[src/rtl/ifd_pkg.sv]
package ifd_pkg;
  localparam int WORD_W = 32;
  localparam int OP_W   = 6;
  localparam int REG_W  = 5;
  localparam int SH_W   = 5;
  localparam int FN_W   = 6;
  localparam int IMM_W  = 16;
  localparam int TGT_W  = WORD_W - OP_W;

  localparam int OP_LSB = WORD_W - OP_W;
  localparam int RS_LSB = OP_LSB - REG_W;
  localparam int RT_LSB = RS_LSB - REG_W;
  localparam int RD_LSB = RT_LSB - REG_W;
  localparam int SH_LSB = RD_LSB - SH_W;

  localparam logic [OP_W-1:0] OPC_REG     = 6'd0;
  localparam logic [OP_W-1:0] OPC_JUMP    = 6'd2;
  localparam logic [OP_W-1:0] OPC_JLINK   = 6'd3;
  localparam logic [OP_W-1:0] OPC_BR_EQ   = 6'd4;
  localparam logic [OP_W-1:0] OPC_BR_NE   = 6'd5;
  localparam logic [OP_W-1:0] OPC_ADD_IMM = 6'd8;
  localparam logic [OP_W-1:0] OPC_OR_IMM  = 6'd13;
  localparam logic [OP_W-1:0] OPC_LOAD_UP = 6'd15;
  localparam logic [OP_W-1:0] OPC_LOAD    = 6'd35;
  localparam logic [OP_W-1:0] OPC_STORE   = 6'd43;

  typedef enum logic [1:0] {
    FMT_NONE = 2'd0,
    FMT_REG  = 2'd1,
    FMT_IMM  = 2'd2,
    FMT_JMP  = 2'd3
  } fmt_e;

  typedef enum logic [1:0] {
    EXT_SIGN  = 2'd0,
    EXT_ZERO  = 2'd1,
    EXT_UPPER = 2'd2
  } ext_e;

  typedef struct packed {
    fmt_e              fmt;
    logic              illegal;
    logic              nop;
    logic [OP_W-1:0]   opcode;
    logic [REG_W-1:0]  rs;
    logic [REG_W-1:0]  rt;
    logic [REG_W-1:0]  rd;
    logic [SH_W-1:0]   shamt;
    logic [FN_W-1:0]   funct;
    logic [WORD_W-1:0] imm;
    logic [TGT_W-1:0]  target;
  } dec_t;
endpackage

[src/rtl/ifd_classify.sv]
module ifd_classify
  import ifd_pkg::*;
(
  input  logic [OP_W-1:0] opcode,
  output fmt_e            fmt,
  output ext_e            ext
);
  always_comb begin
    fmt = FMT_NONE;
    ext = EXT_SIGN;
    unique case (opcode)
      OPC_REG:                 fmt = FMT_REG;
      OPC_JUMP, OPC_JLINK:     fmt = FMT_JMP;
      OPC_BR_EQ, OPC_BR_NE,
      OPC_ADD_IMM, OPC_LOAD,
      OPC_STORE:               fmt = FMT_IMM;
      OPC_OR_IMM: begin
        fmt = FMT_IMM;
        ext = EXT_ZERO;
      end
      OPC_LOAD_UP: begin
        fmt = FMT_IMM;
        ext = EXT_UPPER;
      end
      default:                 fmt = FMT_NONE;
    endcase
  end
endmodule

[src/rtl/ifd_immext.sv]
module ifd_immext
  import ifd_pkg::*;
#(
  parameter int IN_W  = IMM_W,
  parameter int OUT_W = WORD_W
) (
  input  logic [IN_W-1:0]  imm,
  input  ext_e             ext,
  output logic [OUT_W-1:0] wide
);
  localparam int PAD_W = OUT_W - IN_W;

  logic [OUT_W-1:0] sx, zx, up;

  assign sx = {{PAD_W{imm[IN_W-1]}}, imm};
  assign zx = {{PAD_W{1'b0}}, imm};
  assign up = zx << PAD_W;

  always_comb begin
    unique case (ext)
      EXT_ZERO:  wide = zx;
      EXT_UPPER: wide = up;
      default:   wide = sx;
    endcase
  end
endmodule

[src/rtl/ifd_fields.sv]
module ifd_fields
  import ifd_pkg::*;
(
  input  logic [WORD_W-1:0] word,
  input  fmt_e              fmt,
  input  logic [WORD_W-1:0] imm_wide,
  output dec_t              dec
);
  always_comb begin
    dec         = '0;
    dec.fmt     = fmt;
    dec.opcode  = word[OP_LSB +: OP_W];
    dec.illegal = (fmt == FMT_NONE);
    dec.nop     = (word == '0);
    case (fmt)
      FMT_REG: begin
        dec.rs    = word[RS_LSB +: REG_W];
        dec.rt    = word[RT_LSB +: REG_W];
        dec.rd    = word[RD_LSB +: REG_W];
        dec.shamt = word[SH_LSB +: SH_W];
        dec.funct = word[0 +: FN_W];
      end
      FMT_IMM: begin
        dec.rs  = word[RS_LSB +: REG_W];
        dec.rt  = word[RT_LSB +: REG_W];
        dec.imm = imm_wide;
      end
      FMT_JMP: dec.target = word[0 +: TGT_W];
      default: ;
    endcase
  end
endmodule

[src/rtl/ifd_outreg.sv]
module ifd_outreg #(
  parameter int DW      = 8,
  parameter bit OUT_REG = 1'b1
) (
  input  logic          clk,
  input  logic          rst,
  input  logic          in_valid,
  input  logic [DW-1:0] d,
  output logic          q_valid,
  output logic [DW-1:0] q
);
  generate
    if (OUT_REG) begin : g_reg
      always_ff @(posedge clk) begin
        if (rst) begin
          q_valid <= 1'b0;
          q       <= '0;
        end else begin
          q_valid <= in_valid;
          if (in_valid) q <= d;
        end
      end
    end else begin : g_pass
      assign q_valid = in_valid;
      assign q       = d;
    end
  endgenerate
endmodule

[src/rtl/instr_field_decoder.sv]
module instr_field_decoder
  import ifd_pkg::*;
#(
  parameter bit OUT_REG = 1'b1
) (
  input  logic              clk,
  input  logic              rst,
  input  logic              in_valid,
  input  logic [WORD_W-1:0] in_word,
  output logic              out_valid,
  output logic [1:0]        out_fmt,
  output logic              out_illegal,
  output logic              out_nop,
  output logic [OP_W-1:0]   out_opcode,
  output logic [REG_W-1:0]  out_rs,
  output logic [REG_W-1:0]  out_rt,
  output logic [REG_W-1:0]  out_rd,
  output logic [SH_W-1:0]   out_shamt,
  output logic [FN_W-1:0]   out_funct,
  output logic [WORD_W-1:0] out_imm,
  output logic [TGT_W-1:0]  out_target
);
  localparam int DEC_W = $bits(dec_t);

  fmt_e              fmt_c;
  ext_e              ext_c;
  logic [WORD_W-1:0] imm_c;
  dec_t              dec_c;
  dec_t              dec_q;
  logic [DEC_W-1:0]  dec_q_bits;

  ifd_classify u_cls (
    .opcode (in_word[OP_LSB +: OP_W]),
    .fmt    (fmt_c),
    .ext    (ext_c)
  );

  ifd_immext #(.IN_W(IMM_W), .OUT_W(WORD_W)) u_ext (
    .imm  (in_word[0 +: IMM_W]),
    .ext  (ext_c),
    .wide (imm_c)
  );

  ifd_fields u_fld (
    .word     (in_word),
    .fmt      (fmt_c),
    .imm_wide (imm_c),
    .dec      (dec_c)
  );

  ifd_outreg #(.DW(DEC_W), .OUT_REG(OUT_REG)) u_oreg (
    .clk      (clk),
    .rst      (rst),
    .in_valid (in_valid),
    .d        (dec_c),
    .q_valid  (out_valid),
    .q        (dec_q_bits)
  );

  assign dec_q       = dec_t'(dec_q_bits);
  assign out_fmt     = dec_q.fmt;
  assign out_illegal = dec_q.illegal;
  assign out_nop     = dec_q.nop;
  assign out_opcode  = dec_q.opcode;
  assign out_rs      = dec_q.rs;
  assign out_rt      = dec_q.rt;
  assign out_rd      = dec_q.rd;
  assign out_shamt   = dec_q.shamt;
  assign out_funct   = dec_q.funct;
  assign out_imm     = dec_q.imm;
  assign out_target  = dec_q.target;

  generate
    if (OUT_REG) begin : g_chk

      valid_follow_chk: assert property (@(posedge clk) disable iff (rst)
        in_valid |=> out_valid);

      valid_drop_chk: assert property (@(posedge clk) disable iff (rst)
        !in_valid |=> !out_valid && $stable(out_imm) && $stable(out_rs) && $stable(out_target));

      reg_fields_chk: assert property (@(posedge clk) disable iff (rst)
        in_valid && in_word[OP_LSB +: OP_W] == OPC_REG |=>
        out_rd == $past(in_word[RD_LSB +: REG_W]) && out_funct == $past(in_word[0 +: FN_W]) && out_imm == '0);

      jump_clean_chk: assert property (@(posedge clk) disable iff (rst)
        out_valid && out_fmt == FMT_JMP |->
        out_rs == '0 && out_rt == '0 && out_rd == '0 && out_imm == '0 && out_funct == '0);

      sign_ext_chk: assert property (@(posedge clk) disable iff (rst)
        in_valid && in_word[OP_LSB +: OP_W] == OPC_ADD_IMM |=>
        out_imm == {{(WORD_W-IMM_W){$past(in_word[IMM_W-1])}}, $past(in_word[0 +: IMM_W])});

      zero_ext_chk: assert property (@(posedge clk) disable iff (rst)
        in_valid && in_word[OP_LSB +: OP_W] == OPC_OR_IMM |=>
        out_imm[WORD_W-1:IMM_W] == '0 && out_imm[IMM_W-1:0] == $past(in_word[0 +: IMM_W]));

      upper_imm_chk: assert property (@(posedge clk) disable iff (rst)
        in_valid && in_word[OP_LSB +: OP_W] == OPC_LOAD_UP |=>
        out_imm[IMM_W-1:0] == '0 && out_imm[WORD_W-1:WORD_W-IMM_W] == $past(in_word[0 +: IMM_W]));

      nop_chk: assert property (@(posedge clk) disable iff (rst)
        in_valid && in_word == '0 |=> out_nop && out_fmt == FMT_REG);

      illegal_clear_chk: assert property (@(posedge clk) disable iff (rst)
        out_illegal |-> out_fmt == FMT_NONE && out_imm == '0 && out_target == '0 && out_rs == '0);
    end
  endgenerate
endmodule

[config.mk]
export PLATFORM = sky130hd
export DESIGN_NAME = instr_field_decoder
export DESIGN_NICKNAME = d
export VERILOG_FILES = /design/src/rtl/ifd_pkg.sv /design/src/rtl/ifd_classify.sv /design/src/rtl/ifd_immext.sv /design/src/rtl/ifd_fields.sv /design/src/rtl/ifd_outreg.sv /design/src/rtl/instr_field_decoder.sv
export SDC_FILE = /design/constraint.sdc
export NUM_CORES = 1
export LEC_CHECK = 0
export BUFFER_PORTS_ARGS = -buffer_cell sky130_fd_sc_hd__buf_2
export CAP_MARGIN = 40
export CORE_ASPECT_RATIO = 2
export CORE_UTILIZATION = 45
export CTS_BUF_LIST = sky130_fd_sc_hd__clkbuf_4
export DETAILED_ROUTE_END_ITERATION = 12
export PLACE_DENSITY = 0.76
export SLEW_MARGIN = 20
export SYNTH_ARGS = -nofsm -noshare
export SYNTH_HDL_FRONTEND = slang
export SYNTH_SLANG_ARGS = --single-unit
[constraint.sdc]
create_clock -name clk -period 7.96 [get_ports clk]
set_clock_uncertainty 0.2 [all_clocks]
set_input_delay 1.592 -clock clk [delete_from_list [all_inputs] [get_ports clk]]
set_output_delay 1.592 -clock clk [all_outputs]
set_load 0.02 [all_outputs]
==> impl_metrics.tcl <==
set metrics [dict create \
    path_max_fanout 18 \
    die_h_um 131 \
    final_common_cell "buf_2" \
    p_leak_nw 2.02 \
    cp.arrival_ps 4040 \
    p_per_area_nw_per_um2 189 \
    post-cts-setup-buffer-count 0 \
    nets 602 \
    syn-cell-area_sq_um 3740 \
    path_buf_inv 3 \
    synthesis.instances 457 \
    p_int_mw 0.638 \
    dieArea_sq_um 8710 \
    start_kind "input port" \
    final_cell_mix "129 x buf_2, 95 x dfxtp_1, 84 x a21oi_1" \
    crit_start "in_word[28]" \
    hold_class "register to register" \
    synthToLayoutAreaGrowth_pct 21.3 \
    final_max_slew_viol_count 0 \
    viasPerCell 5.48 \
    slew_headroom_pct 45.7 \
    slowest_stage "ha_1" \
    drc 0 \
    post_cts_resized 0 \
    slowest_delay_ps 600 \
    fill_cells 784 \
    tns_ps 0 \
    die_w_um 66.5 \
    finalWirelength_um 11200 \
    worstPathRequired_ps 8080 \
    core_sq_um 8000 \
    period_needed_ps 3930 \
    grt_max_degree 80 \
    drive_gt1_share_pct 27.1 \
    start_util_pct 46.8 \
    placed_cells 645 \
    crit_family "compound AO/OA/AOI/OAI gates" \
    fin_cells 662 \
    clock-sinks 95 \
    setup_viol 0 \
    htreeDepth 3 \
    root_buffer "clkbuf_4" \
    rows 46 \
    cp-end-kind "register" \
    vias 3628 \
    p_seq_share_pct 56.8 \
    yosysUniqueCellTypes 30 \
    grt_pass1_wl_um 16900 \
    hold_path_startpoint "u_oreg.q[37]" \
    clk_latency_ps 430 \
    ios 130 \
    postCtsHoldBufs 0 \
    grt_pass1_vias 3387 \
    crit_chain "buf_2, nand2_2, or4b_1, nor2_1, inv_1, ha_1, inv_1, o211ai_2, a2bb2oi_1, nor2_1" \
    grt_util_all_layers_pct 26.4 \
    swShare_pct 25.8 \
    regToRegStartpoint "u_oreg.q[5]" \
    final_antenna_net_count 0 \
    ys_seq_elements 95 \
    combPwrFrac_pct 10.5 \
    yosysWarnings 0 \
    wl_per_cell_um 16.9 \
    clock.fmax_mhz 255 \
    reg2reg_setup_slack_ps 7090 \
    synth.avg_cell_area_sq_um 8.19 \
    portBuffers 129 \
    place_hpwl_um 7750 \
    ys_seq_area_share_pct 50.8 \
    antenna_found_initial 1 \
    clockBufferDepth 2 \
    synth_nets 498 \
    clk_pin_slew_ps 130 \
    worstSetupPathType "input port to register" \
    cts_tree "done" \
    ir_worst_vdd_mv 0.130 \
    worst_pin_slew_ps 814 \
    place.gp.congestion 0.799 \
    p_clk_share_pct 32.8 \
    place_ws_ps 3630 \
    grt-ovfl-total 0 \
    outcome "finished clean" \
    grt_setup_unrepaired "no" \
    period_share_pct 49.3 \
    drt-initial-drc-count 236 \
    setup_slack_ps 4030 \
    finalHoldViolations 0 \
    firstDrtPassIters 4 \
    p_sw_mw 0.221 \
    drv_cap 0 \
    numCtsBuffers 9 \
    holdWs_ps 265 \
]
-- final cells by class --
type / instances / area [sq um] / area share, %
Clock inverter: 5 / 73.8 / 1.62
Clock buffer: 10 / 75.1 / 1.65
Inverter: 7 / 26.3 / 0.578
Tap cell: 96 / 120 / 2.64
Sequential cell: 95 / 1900 / 41.9
Multi-Input combinational cell: 314 / 1640 / 36.1
Timing Repair Buffer: 134 / 703 / 15.5
Antenna cell: 1 / 2.50 / 0.0551
-- final timing paths --
path	endpoint	cells past startpoint
min reg2reg	u_oreg.q[37]	2
max	u_oreg.q[56]	10
max reg2reg	u_oreg.q[5]	2
min	u_oreg.q[37]	2
-- per-stage QoR --
step	total power, mW	instance area (sq um)	utilization [%]
after floorplan	0.550	3740	-
after global placement	0.585	4360	54.5
after detailed placement	0.586	4370	54.6
after CTS	0.861	4520	56.5
after global routing	0.890	4540	56.8
final	0.859	4540	56.8
-- sequential cells by signal, indices dropped and copies added, names as in the netlist --
| name | count |
|---|---|
| u_oreg.q_valid | 1 |
| u_oreg.q | 94 |
-- tightest hold or removal path, delay by kind of cell (launching register included) --
family | cells | cell delay, ps
compound gates | 1 | 50
flops | 1 | 330
simple gates | 1 | 60
-- Yosys cell counts --
library cell / instances / share of area (%)
nor4_1: 8 / 1.3
buf_4: 2 / 0.40
mux2i_1: 8 / 2.1
ha_1: 6 / 2.0
a21oi_1: 84 / 11
o41ai_2: 1 / 0.43
inv_2: 1 / 0.10
a2bb2oi_1: 16 / 3.7
nand2_1: 69 / 6.9
o21a_1: 1 / 0.20
nand3_1: 60 / 8.0
o211ai_2: 1 / 0.33
nand2_2: 1 / 0.17
o2111ai_1: 1 / 0.23
nor2b_1: 1 / 0.17
dfxtp_1: 95 / 51
o21ai_0: 2 / 0.27
buf_1: 4 / 0.40
or2_1: 1 / 0.17
clkbuf_1: 23 / 2.3
or4b_1: 1 / 0.27
nor2_1: 45 / 4.5
o31ai_1: 1 / 0.20
nand4_1: 2 / 0.33
nand3b_1: 2 / 0.40
nor3b_1: 1 / 0.20
o41ai_1: 1 / 0.23
inv_1: 6 / 0.60
a21boi_2: 1 / 0.30
buf_2: 12 / 1.6
-- layer usage --
metal,GRT usage [%],wire length [um],vias to the layer above
met5,0,0,-
met2,47.0,6050,120
met4,11.8,346,0
met1,29.9,4280,1713
met3,4.86,486,21
li1,-,-,1774
-- cells by family after synthesis --
logic type / count (synthesis) / synth area share, %
and+or+nand+nor: 191 / 22.5
AOI/OAI and AO/OA: 109 / 17.2
DFF: 95 / 50.8
buffers and inverters: 48 / 5.41
muxes: 8 / 2.14
adders and majority gates: 6 / 2.00
-- power groups by stage --
stage	logic, mW	registers (mW)	clock network, mW
after floorplan	0.0419	0.508	0
after global placement	0.0868	0.498	0
after detailed placement	0.0884	0.498	0
after CTS	0.0884	0.488	0.285
after global routing	0.0973	0.489	0.304
final	0.0899	0.488	0.282
Power figures use the tool's default switching activity.
